File: src/rtl/swc_pkg.sv
package swc_pkg;
  typedef enum logic [1:0] {
    ST_RUN       = 2'd0,
    ST_SLEEP     = 2'd1,
    ST_OSC_START = 2'd2,
    ST_RESUME    = 2'd3
  } swc_state_e;
endpackage

File: src/rtl/swc_wake_detect.sv
module swc_wake_detect #(
  parameter int N_IRQ = 4
) (
  input  logic [N_IRQ-1:0] irq_flag_i,
  input  logic [N_IRQ-1:0] irq_en_i,
  input  logic             wdt_en_i,
  input  logic             wdt_tmo_i,
  output logic             irq_wake_o,
  output logic             wdt_wake_o
);
  logic [N_IRQ-1:0] pend;

  for (genvar i = 0; i < N_IRQ; i++) begin : g_src
    assign pend[i] = irq_flag_i[i] & irq_en_i[i];
  end

  assign irq_wake_o = |pend;
  assign wdt_wake_o = wdt_en_i & wdt_tmo_i;
endmodule

File: src/rtl/swc_delay_counter.sv
module swc_delay_counter #(
  parameter int CNT_W = 10
) (
  input  logic             clk_i,
  input  logic             rst_ni,
  input  logic             clear_i,
  input  logic [CNT_W-1:0] last_i,
  output logic             done_o
);
  logic [CNT_W-1:0] cnt_q;

  always_ff @(posedge clk_i or negedge rst_ni) begin
    if (!rst_ni)      cnt_q <= '0;
    else if (clear_i) cnt_q <= '0;
    else              cnt_q <= cnt_q + 1'b1;
  end

  assign done_o = (cnt_q == last_i);
endmodule

File: src/rtl/swc_status.sv
module swc_status (
  input  logic clk_i,
  input  logic rst_ni,
  input  logic sleep_set_i,
  input  logic to_clr_i,
  output logic pd_o,
  output logic to_o
);
  always_ff @(posedge clk_i or negedge rst_ni) begin
    if (!rst_ni) begin
      pd_o <= 1'b1;
      to_o <= 1'b1;
    end else if (sleep_set_i) begin
      pd_o <= 1'b0;
      to_o <= 1'b1;
    end else if (to_clr_i) begin
      to_o <= 1'b0;
    end
  end
endmodule

File: src/rtl/sleep_wake_ctrl.sv
module sleep_wake_ctrl
  import swc_pkg::*;
#(
  parameter int N_IRQ       = 4,
  parameter int OST_CYCLES  = 1024,
  parameter int INSN_CYCLES = 4
) (
  input  logic             clk_i,
  input  logic             rst_ni,
  input  logic             sleep_i,
  input  logic             ext_rst_i,
  input  logic             wdt_en_i,
  input  logic             wdt_tmo_i,
  input  logic [N_IRQ-1:0] irq_flag_i,
  input  logic [N_IRQ-1:0] irq_en_i,
  input  logic             gie_i,
  input  logic             osc_rc_i,
  output logic             clk_en_o,
  output logic             wdt_clr_o,
  output logic             core_rst_o,
  output logic             resume_o,
  output logic             vector_o,
  output logic             pd_o,
  output logic             to_o
);
  localparam int MAX_CYC = (OST_CYCLES > INSN_CYCLES) ? OST_CYCLES : INSN_CYCLES;
  localparam int CNT_W   = (MAX_CYC > 2) ? $clog2(MAX_CYC) : 1;
  localparam logic [CNT_W-1:0] OST_LAST  = CNT_W'(OST_CYCLES - 1);
  localparam logic [CNT_W-1:0] INSN_LAST = CNT_W'(INSN_CYCLES - 1);

  swc_state_e state_q;
  logic irq_wake, wdt_wake;
  logic go_sleep, run_wdt_rst, wake;
  logic cnt_clear, cnt_done;
  logic [CNT_W-1:0] cnt_last;
  logic vec_pend_q;

  swc_wake_detect #(.N_IRQ(N_IRQ)) u_detect (
    .irq_flag_i (irq_flag_i),
    .irq_en_i   (irq_en_i),
    .wdt_en_i   (wdt_en_i),
    .wdt_tmo_i  (wdt_tmo_i),
    .irq_wake_o (irq_wake),
    .wdt_wake_o (wdt_wake)
  );

  assign go_sleep    = (state_q == ST_RUN) & sleep_i & ~ext_rst_i & ~wdt_wake;
  assign run_wdt_rst = (state_q == ST_RUN) & wdt_wake & ~ext_rst_i;
  assign wake        = (state_q == ST_SLEEP) & ~ext_rst_i & (irq_wake | wdt_wake);

  swc_status u_status (
    .clk_i       (clk_i),
    .rst_ni      (rst_ni),
    .sleep_set_i (go_sleep),
    .to_clr_i    (run_wdt_rst | (wake & wdt_wake)),
    .pd_o        (pd_o),
    .to_o        (to_o)
  );

  // counter restarts outside the timed states and at the start-up/resume boundary
  assign cnt_clear = ext_rst_i
                   | ((state_q != ST_OSC_START) & (state_q != ST_RESUME))
                   | ((state_q == ST_OSC_START) & cnt_done);
  assign cnt_last  = (state_q == ST_OSC_START) ? OST_LAST : INSN_LAST;

  swc_delay_counter #(.CNT_W(CNT_W)) u_cnt (
    .clk_i   (clk_i),
    .rst_ni  (rst_ni),
    .clear_i (cnt_clear),
    .last_i  (cnt_last),
    .done_o  (cnt_done)
  );

  always_ff @(posedge clk_i or negedge rst_ni) begin
    if (!rst_ni) begin
      state_q    <= ST_RUN;
      clk_en_o   <= 1'b1;
      wdt_clr_o  <= 1'b0;
      core_rst_o <= 1'b0;
      resume_o   <= 1'b0;
      vector_o   <= 1'b0;
      vec_pend_q <= 1'b0;
    end else begin
      wdt_clr_o  <= 1'b0;
      core_rst_o <= 1'b0;
      resume_o   <= 1'b0;
      vector_o   <= 1'b0;
      if (ext_rst_i) begin
        state_q    <= ST_RUN;
        clk_en_o   <= 1'b1;
        core_rst_o <= 1'b1;
        vec_pend_q <= 1'b0;
      end else begin
        unique case (state_q)
          ST_RUN: begin
            if (run_wdt_rst) begin
              core_rst_o <= 1'b1;
            end else if (go_sleep) begin
              state_q   <= ST_SLEEP;
              clk_en_o  <= 1'b0;
              wdt_clr_o <= 1'b1;
            end
          end
          ST_SLEEP: begin
            if (wake) begin
              wdt_clr_o  <= 1'b1;
              vec_pend_q <= irq_wake & gie_i;
              if (osc_rc_i) begin
                state_q  <= ST_RESUME;
                resume_o <= 1'b1;
                clk_en_o <= 1'b1;
              end else begin
                state_q <= ST_OSC_START;
              end
            end
          end
          ST_OSC_START: begin
            if (cnt_done) begin
              state_q  <= ST_RESUME;
              resume_o <= 1'b1;
              clk_en_o <= 1'b1;
            end
          end
          ST_RESUME: begin
            if (cnt_done) begin
              state_q    <= ST_RUN;
              vector_o   <= vec_pend_q;
              vec_pend_q <= 1'b0;
            end
          end
          default: state_q <= ST_RUN;
        endcase
      end
    end
  end
endmodule

File: config.mk
export PLATFORM = sky130hd
export DESIGN_NAME = sleep_wake_ctrl
export DESIGN_NICKNAME = d
export VERILOG_FILES = /design/src/rtl/swc_pkg.sv /design/src/rtl/swc_wake_detect.sv /design/src/rtl/swc_delay_counter.sv /design/src/rtl/swc_status.sv /design/src/rtl/sleep_wake_ctrl.sv
export SDC_FILE = /design/constraint.sdc
export NUM_CORES = 1
export LEC_CHECK = 0
export BUFFER_PORTS_ARGS = -buffer_cell sky130_fd_sc_hd__buf_2
export CAP_MARGIN = 15
export CORE_MARGIN = 2
export CORE_UTILIZATION = 40
export DETAILED_ROUTE_END_ITERATION = 10
export GPL_TIMING_DRIVEN = 0
export PLACE_DENSITY = 0.67
export REMOVE_ABC_BUFFERS = 1
export SLEW_MARGIN = 30
export SYNTH_ARGS = -nofsm -noshare
export SYNTH_HDL_FRONTEND = slang
export SYNTH_HIERARCHICAL = 1
export SYNTH_SLANG_ARGS = --single-unit
File: constraint.sdc
create_clock -name clk_i -period 6.6 [get_ports clk_i]
set_input_delay 1.32 -clock clk_i [delete_from_list [all_inputs] [get_ports clk_i]]
set_output_delay 1.32 -clock clk_i [all_outputs]
set_load 0.05 [all_outputs]
# Word level (Yosys, flattened, before mapping)
# Cells that the tools add are included.
word_totals:
  ff_bits: 20
  inputBits: 16
  output_inout_bits: 7
  wordCells: 92
op_classes:
  addsub: 1
  n_eq_ne: 12
  n_mux: 39
  bitwise_logic: 22
  n_reduce_logical: 8
ops:
  columns: ["operator", "count"]
  rows:
  - ["1-bit two-way mux", 26]
  - ["10-bit two-way mux", 2]
  - ["3-bit != test (second input constant)", 6]
  - ["1-bit bitwise AND", 16]
  - ["2-bit two-way mux", 6]
  - ["10-bit by 1-bit adder with 10-bit output (second input constant)", 1]
  - ["10-bit == test", 1]
  - ["2-bit case mux with 4 select lines", 1]
  - ["1-bit case mux with 2 select lines", 3]
  - ["6-bit AND reduction", 1]
  - ["5-bit AND reduction", 1]
  - ["2-bit == test (second input constant)", 2]
  - ["2-bit != test (second input constant)", 2]
  - ["1-bit bitwise OR", 4]
  - ["4-bit nonzero test", 1]
  - ["4-bit OR reduction", 1]
  - ["1-bit case mux with 3 select lines", 1]
  - ["3-bit AND reduction", 1]
  - ["3-bit nonzero test", 1]
  - ["2-bit by 1-bit == test with 1-bit output (second input constant)", 1]
  - ["2-bit logical NOT", 1]
  - ["1-bit inverter", 2]
  - ["2-bit nonzero test", 1]

# Longest topological paths before layout
depth:
  ltp_word: 8
  mapped_depth: 10
  depth_no_buf: 9

# Hierarchy
# Netlist, hierarchy kept.
by_module_without_submodules:
  columns: ["module", "n_inst", "cells_each", "area_per_inst_um2", "seq_area_each_um2"]
  rows:
  - ["swc_delay_counter", 1, 58, 574.3, 250.2]
  - ["sleep_wake_ctrl", 1, 50, 524.3, 201.4]
  - ["swc_status", 1, 5, 70.1, 52.6]
  - ["swc_wake_detect", 1, 4, 25.0, 0.0]

# Worst setup path after synthesis
# No wires, ideal clock.
synth_timing:
  path_kind: "register -> register"
  from: "register state_q[0]"
  to: "register u_cnt.cnt_q[9]"
  setup_time_ns: 0.125
  arrival_ns: 2.536
  required_ns: 6.475
  path_slack_ns: 3.939
  path_stages_with_launch: 11
  path_buffers: 1
  period_less_slack_ns: 2.661
  cell_sequence: "dfrtp_1 -> inv_1 -> ha_1 -> xnor2_1 -> nand4_1 -> nor4_1 -> nand2b_1 -> a21o_1 -> clkbuf_1 -> nor2_1 -> mux2_2"
synth_between:
  elab_chain_cells: 6
  elab_cells_between_ends: 10
  cone_classes: "4 x eq/ne; 2 x mux; 4 x bitwise"
synth_lines:
  columns: ["element", "line_no", "source"]
  rows:
  - ["from (decl)", "sleep_wake_ctrl.sv:31", "swc_state_e state_q;"]
  - ["from (signal assigned)", "sleep_wake_ctrl.sv:76", "state_q <= ST_RUN;"]
  - ["from (signal assigned)", "sleep_wake_ctrl.sv:89", "state_q <= ST_RUN;"]
  - ["from (signal assigned)", "sleep_wake_ctrl.sv:99", "state_q <= ST_SLEEP;"]
  - ["2-bit == test", "sleep_wake_ctrl.sv:64", "assign cnt_last = (state_q == ST_OSC_START) ? OST_LAST : INSN_LAST;"]
  - ["10-bit two-way mux", "sleep_wake_ctrl.sv:64", null]
  - ["via cnt_last[2]", "sleep_wake_ctrl.sv:35", "logic [CNT_W-1:0] cnt_last;"]
  - ["10-bit == test", "swc_delay_counter.sv:18", "assign done_o = (cnt_q == last_i);"]
  - ["via cnt_done", "sleep_wake_ctrl.sv:34", "logic cnt_clear, cnt_done;"]
  - ["1-bit bitwise AND", "sleep_wake_ctrl.sv:63", "| ((state_q == ST_OSC_START) & cnt_done);"]
  - ["1-bit bitwise OR", "sleep_wake_ctrl.sv:63", null]
  - ["via cnt_clear", "sleep_wake_ctrl.sv:34", null]
  - ["10-bit two-way mux", "swc_delay_counter.sv:14", "else if (clear_i) cnt_q <= '0;"]
  - ["to (signal assigned)", "swc_delay_counter.sv:15", "else cnt_q <= cnt_q + 1'b1;"]
  - ["to (decl)", "swc_delay_counter.sv:10", "logic [CNT_W-1:0] cnt_q;"]
# The timed path passes the listed nets, and every way through them passes these cells.
# A chain may end at the register's enable or synchronous reset.

# Worst setup path in the final report
layout_timing:
  from: "register state_q[0]"
  to: "register u_cnt.cnt_q[6]"
# The elaborated chain is that of the path after synthesis.

==> impl_metrics.toml <==
[place]
placed_area_um2 = 1339
pre_cts_slack_ns = 3.631
gp_congestion = 0.7815
port_buffers = 22
dp_hpwl_um = 1731

[floorplan]
die_area_um2 = 3437
dieHeight_um = 58.63
core_um2 = 2805
die_w_um = 58.63
row_count = 19
floorplan.initialDensity = 0.4255
ioPinCount = 23

[yosys]
syn_inst = 117
synth_edf_count = 0
synth-main-ff-cell = "dfrtp_1"
synth_top_family_by_area = "simple AND/OR/NAND/NOR gates"
ys_types = 40
synthMuxAreaShare = 0.04403
yosysSeqAreaShare = 0.4224
syn_area_um2 = 1194
synthArstFlopShare = 1.000
synthSimpleGateAreaFrac = 0.2170
synth_area_per_cell_um2 = 10.20
synth-seq-cells = 20
synth-adder-area-share = 0.06289
synth_compound_area_frac = 0.1300
synth_xor_area_frac = 0.09539
yosysWarnings = 6

[timing]
fin_ws_ns = 3.603
max_slew_margin = 0.5650
max_slew.worst_pin.slew_ns = 0.6466
slew_viol_final = 0
hold_viol = 0
setup_tns_ns = 0
rsz0062_at_grt = "false"
period_share = 0.4541
setup_violations = 0
post-route-min-period_ns = 2.997
fin_worst_skew_ns = 0.005862
timing.fmax_mhz = 333.7

[power]
p_leak_nw = 0.6107
vdd_drop_max_uv = 105.0
p_per_area_nw_per_um2 = 334.6
power_uw = 460.1

[clock_network]
root_buffer = "clkbuf_4"
cts_tree = "done"
ctsLongestPathBuffers = 2
cts_setup_buffers = 0
cts_hold_buf = 0
cts_buffers = 3
insertion_delay_ns = 0.30
cts.repair.resized = 0
clock_sinks = 20
htreeDepth = 1
clk_pin_slew_ns = 0.12

[worst_hold_path]
whs_path_depth = 1
min_path_type = "reg2reg"

[global_route]
grt_overflow_total = 0
grt_max_degree = 21
grt_pass1_vias = 917
grt_pass1_wl_um = 3967
grt_use_total = 0.1488
antenna_found_initial = 0

[run_status]
failed_checks = "DRC"
outcome = "finished with violations"

[worst_setup_path]
critPathMaxFanout = 12
critPathLaunchType = "flip-flop"
r2r_cells = 9
crit_path_end_kind = "flip-flop"
path_class = "reg2reg"
cp.arrival_ns = 3.19
worstPathRequired_ns = 6.80

[routing]
vias_per_cell = 5.468
drtPass1Iterations = 7
dr.first_iter.drc_count = 51
ant_nets = 0
drc = 3
vias = 946
wirelength_um = 2294
wl_per_cell_um = 13.26

[layout]
stdcell_area_um2 = 1375
n_antenna_cell = 0
num-nets-final = 165
drive_gt1_frac = 0.2746
final_core_util = 0.4902
area_growth_pct = 15.20

[job]
max_cap_viol_count = 0
-- power breakdown --
part	switching, mW	leakage (nW)	total [mW]	internal [mW]
registers	0.0140	0.263	0.157	0.143
clock network	0.0379	0.0210	0.0715	0.0336
logic	0.137	0.326	0.232	0.0944
-- cell type report --
cell class | instances | area [um2]
inverter | 6 | 22.52
sequential | 20 | 504.2
tap | 31 | 38.79
multi-input combinational | 90 | 663.1
clock buffer | 4 | 36.28
timing repair buffer | 22 | 110.1
fill | 268 | 1430
-- critical path: stages, from the launching register on --
cell and delay (ns):
dfrtp_1 0.44, inv_1 0.14, ha_1 0.52, xnor2_1 0.18, nand4_1 0.12, nor4_1 0.57, nand2b_1 0.21, a21o_1 0.35
nor2b_1 0.09, mux2_2 0.28
-- metrics by stage --
stage	instances	hold slack, ns
3_5_place_dp	169	0.4738
2_1_floorplan	116	0.5017
6_report	173	0.4891
4_1_cts	173	0.4938
5_1_grt	173	0.5030
3_3_place_gp	169	0.4739
-- registers in the layout (all words and copies together) (netlist names) --
name and count:
vec_pend_q 1, clk_en_o 1, u_status/to_o 1, core_rst_o 1, vector_o 1, state_q 2
resume_o 1, wdt_clr_o 1, u_status/pd_o 1, u_cnt/cnt_q 10
-- worst paths after layout --
| check | startpoint | to | slack [ns] |
|---|---|---|---|
| setup / recovery | state_q[0] | u_cnt/cnt_q[6] | 3.60 |
| hold / removal | u_status/pd_o | u_status/pd_o | 0.49 |
| setup reg to reg | state_q[0] | u_cnt/cnt_q[6] | 3.60 |
| hold reg to reg | u_status/pd_o | u_status/pd_o | 0.49 |
| max in group asynchronous | rst_ni | u_status/to_o | 5.32 |
| min in group asynchronous | rst_ni | wdt_clr_o | 0.94 |
-- layout by cell type (no fill, tap or decap), types with 2 or more instances in the layout --
| cell type | count |
|---|---|
| buf_2 | 22 |
| dfrtp_1 | 17 |
| nor2_1 | 12 |
| xnor2_1 | 10 |
| ha_1 | 6 |
| inv_1 | 5 |
| a21oi_1 | 5 |
| nand3_1 | 4 |
| nor2b_1 | 4 |
| nor3b_1 | 3 |
| a22oi_1 | 3 |
| mux2i_1 | 3 |
| o21ai_0 | 3 |
| dfstp_2 | 3 |
| clkbuf_4 | 3 |
| nand4_1 | 3 |
| xor2_1 | 3 |
| nand2b_1 | 2 |
| a21o_1 | 2 |
| nor3_1 | 2 |
| or3_1 | 2 |
| nand2_1 | 2 |
| mux2_2 | 2 |
| conb_1 | 2 |
| nor4_1 | 2 |
-- cell families (layout without fill, tap and decap cells) --
logic type,count (synthesis),count (layout)
other cells,1,2
compound gates,20,20
flops,20,20
mux,5,5
buf+inv,8,32
simple gates,44,44
fa+ha+maj,6,6
xor+xnor,13,13
-- cell usage after synthesis (all sizes together) (3+ instances only) --
master   n  area (um2)
dfstp    3       78.83
nand3    4       20.02
mux2i    3       30.03
nor2b    4       25.02
nor3b    3       22.52
dfrtp   17       425.4
xnor2   10       87.58
ha       6       75.07
o21ai    3       15.01
nand2b   3       26.27
xor2     3       26.28
nand4    4       31.28
a21oi    5       25.02
a22oi    3       22.52
nor2    12       45.04
inv      6       22.52
-- routing by layer --
layer / track usage / routed length (um) / share of wire
met1: 0.1898 / 1090 / 0.48
met2: 0.2536 / 1083 / 0.47
met3: 0.02857 / 89 / 0.039
met4: 0.04870 / 30 / 0.013
met5: 0 / 0 / 0
Power figures use the tool's default switching activity.
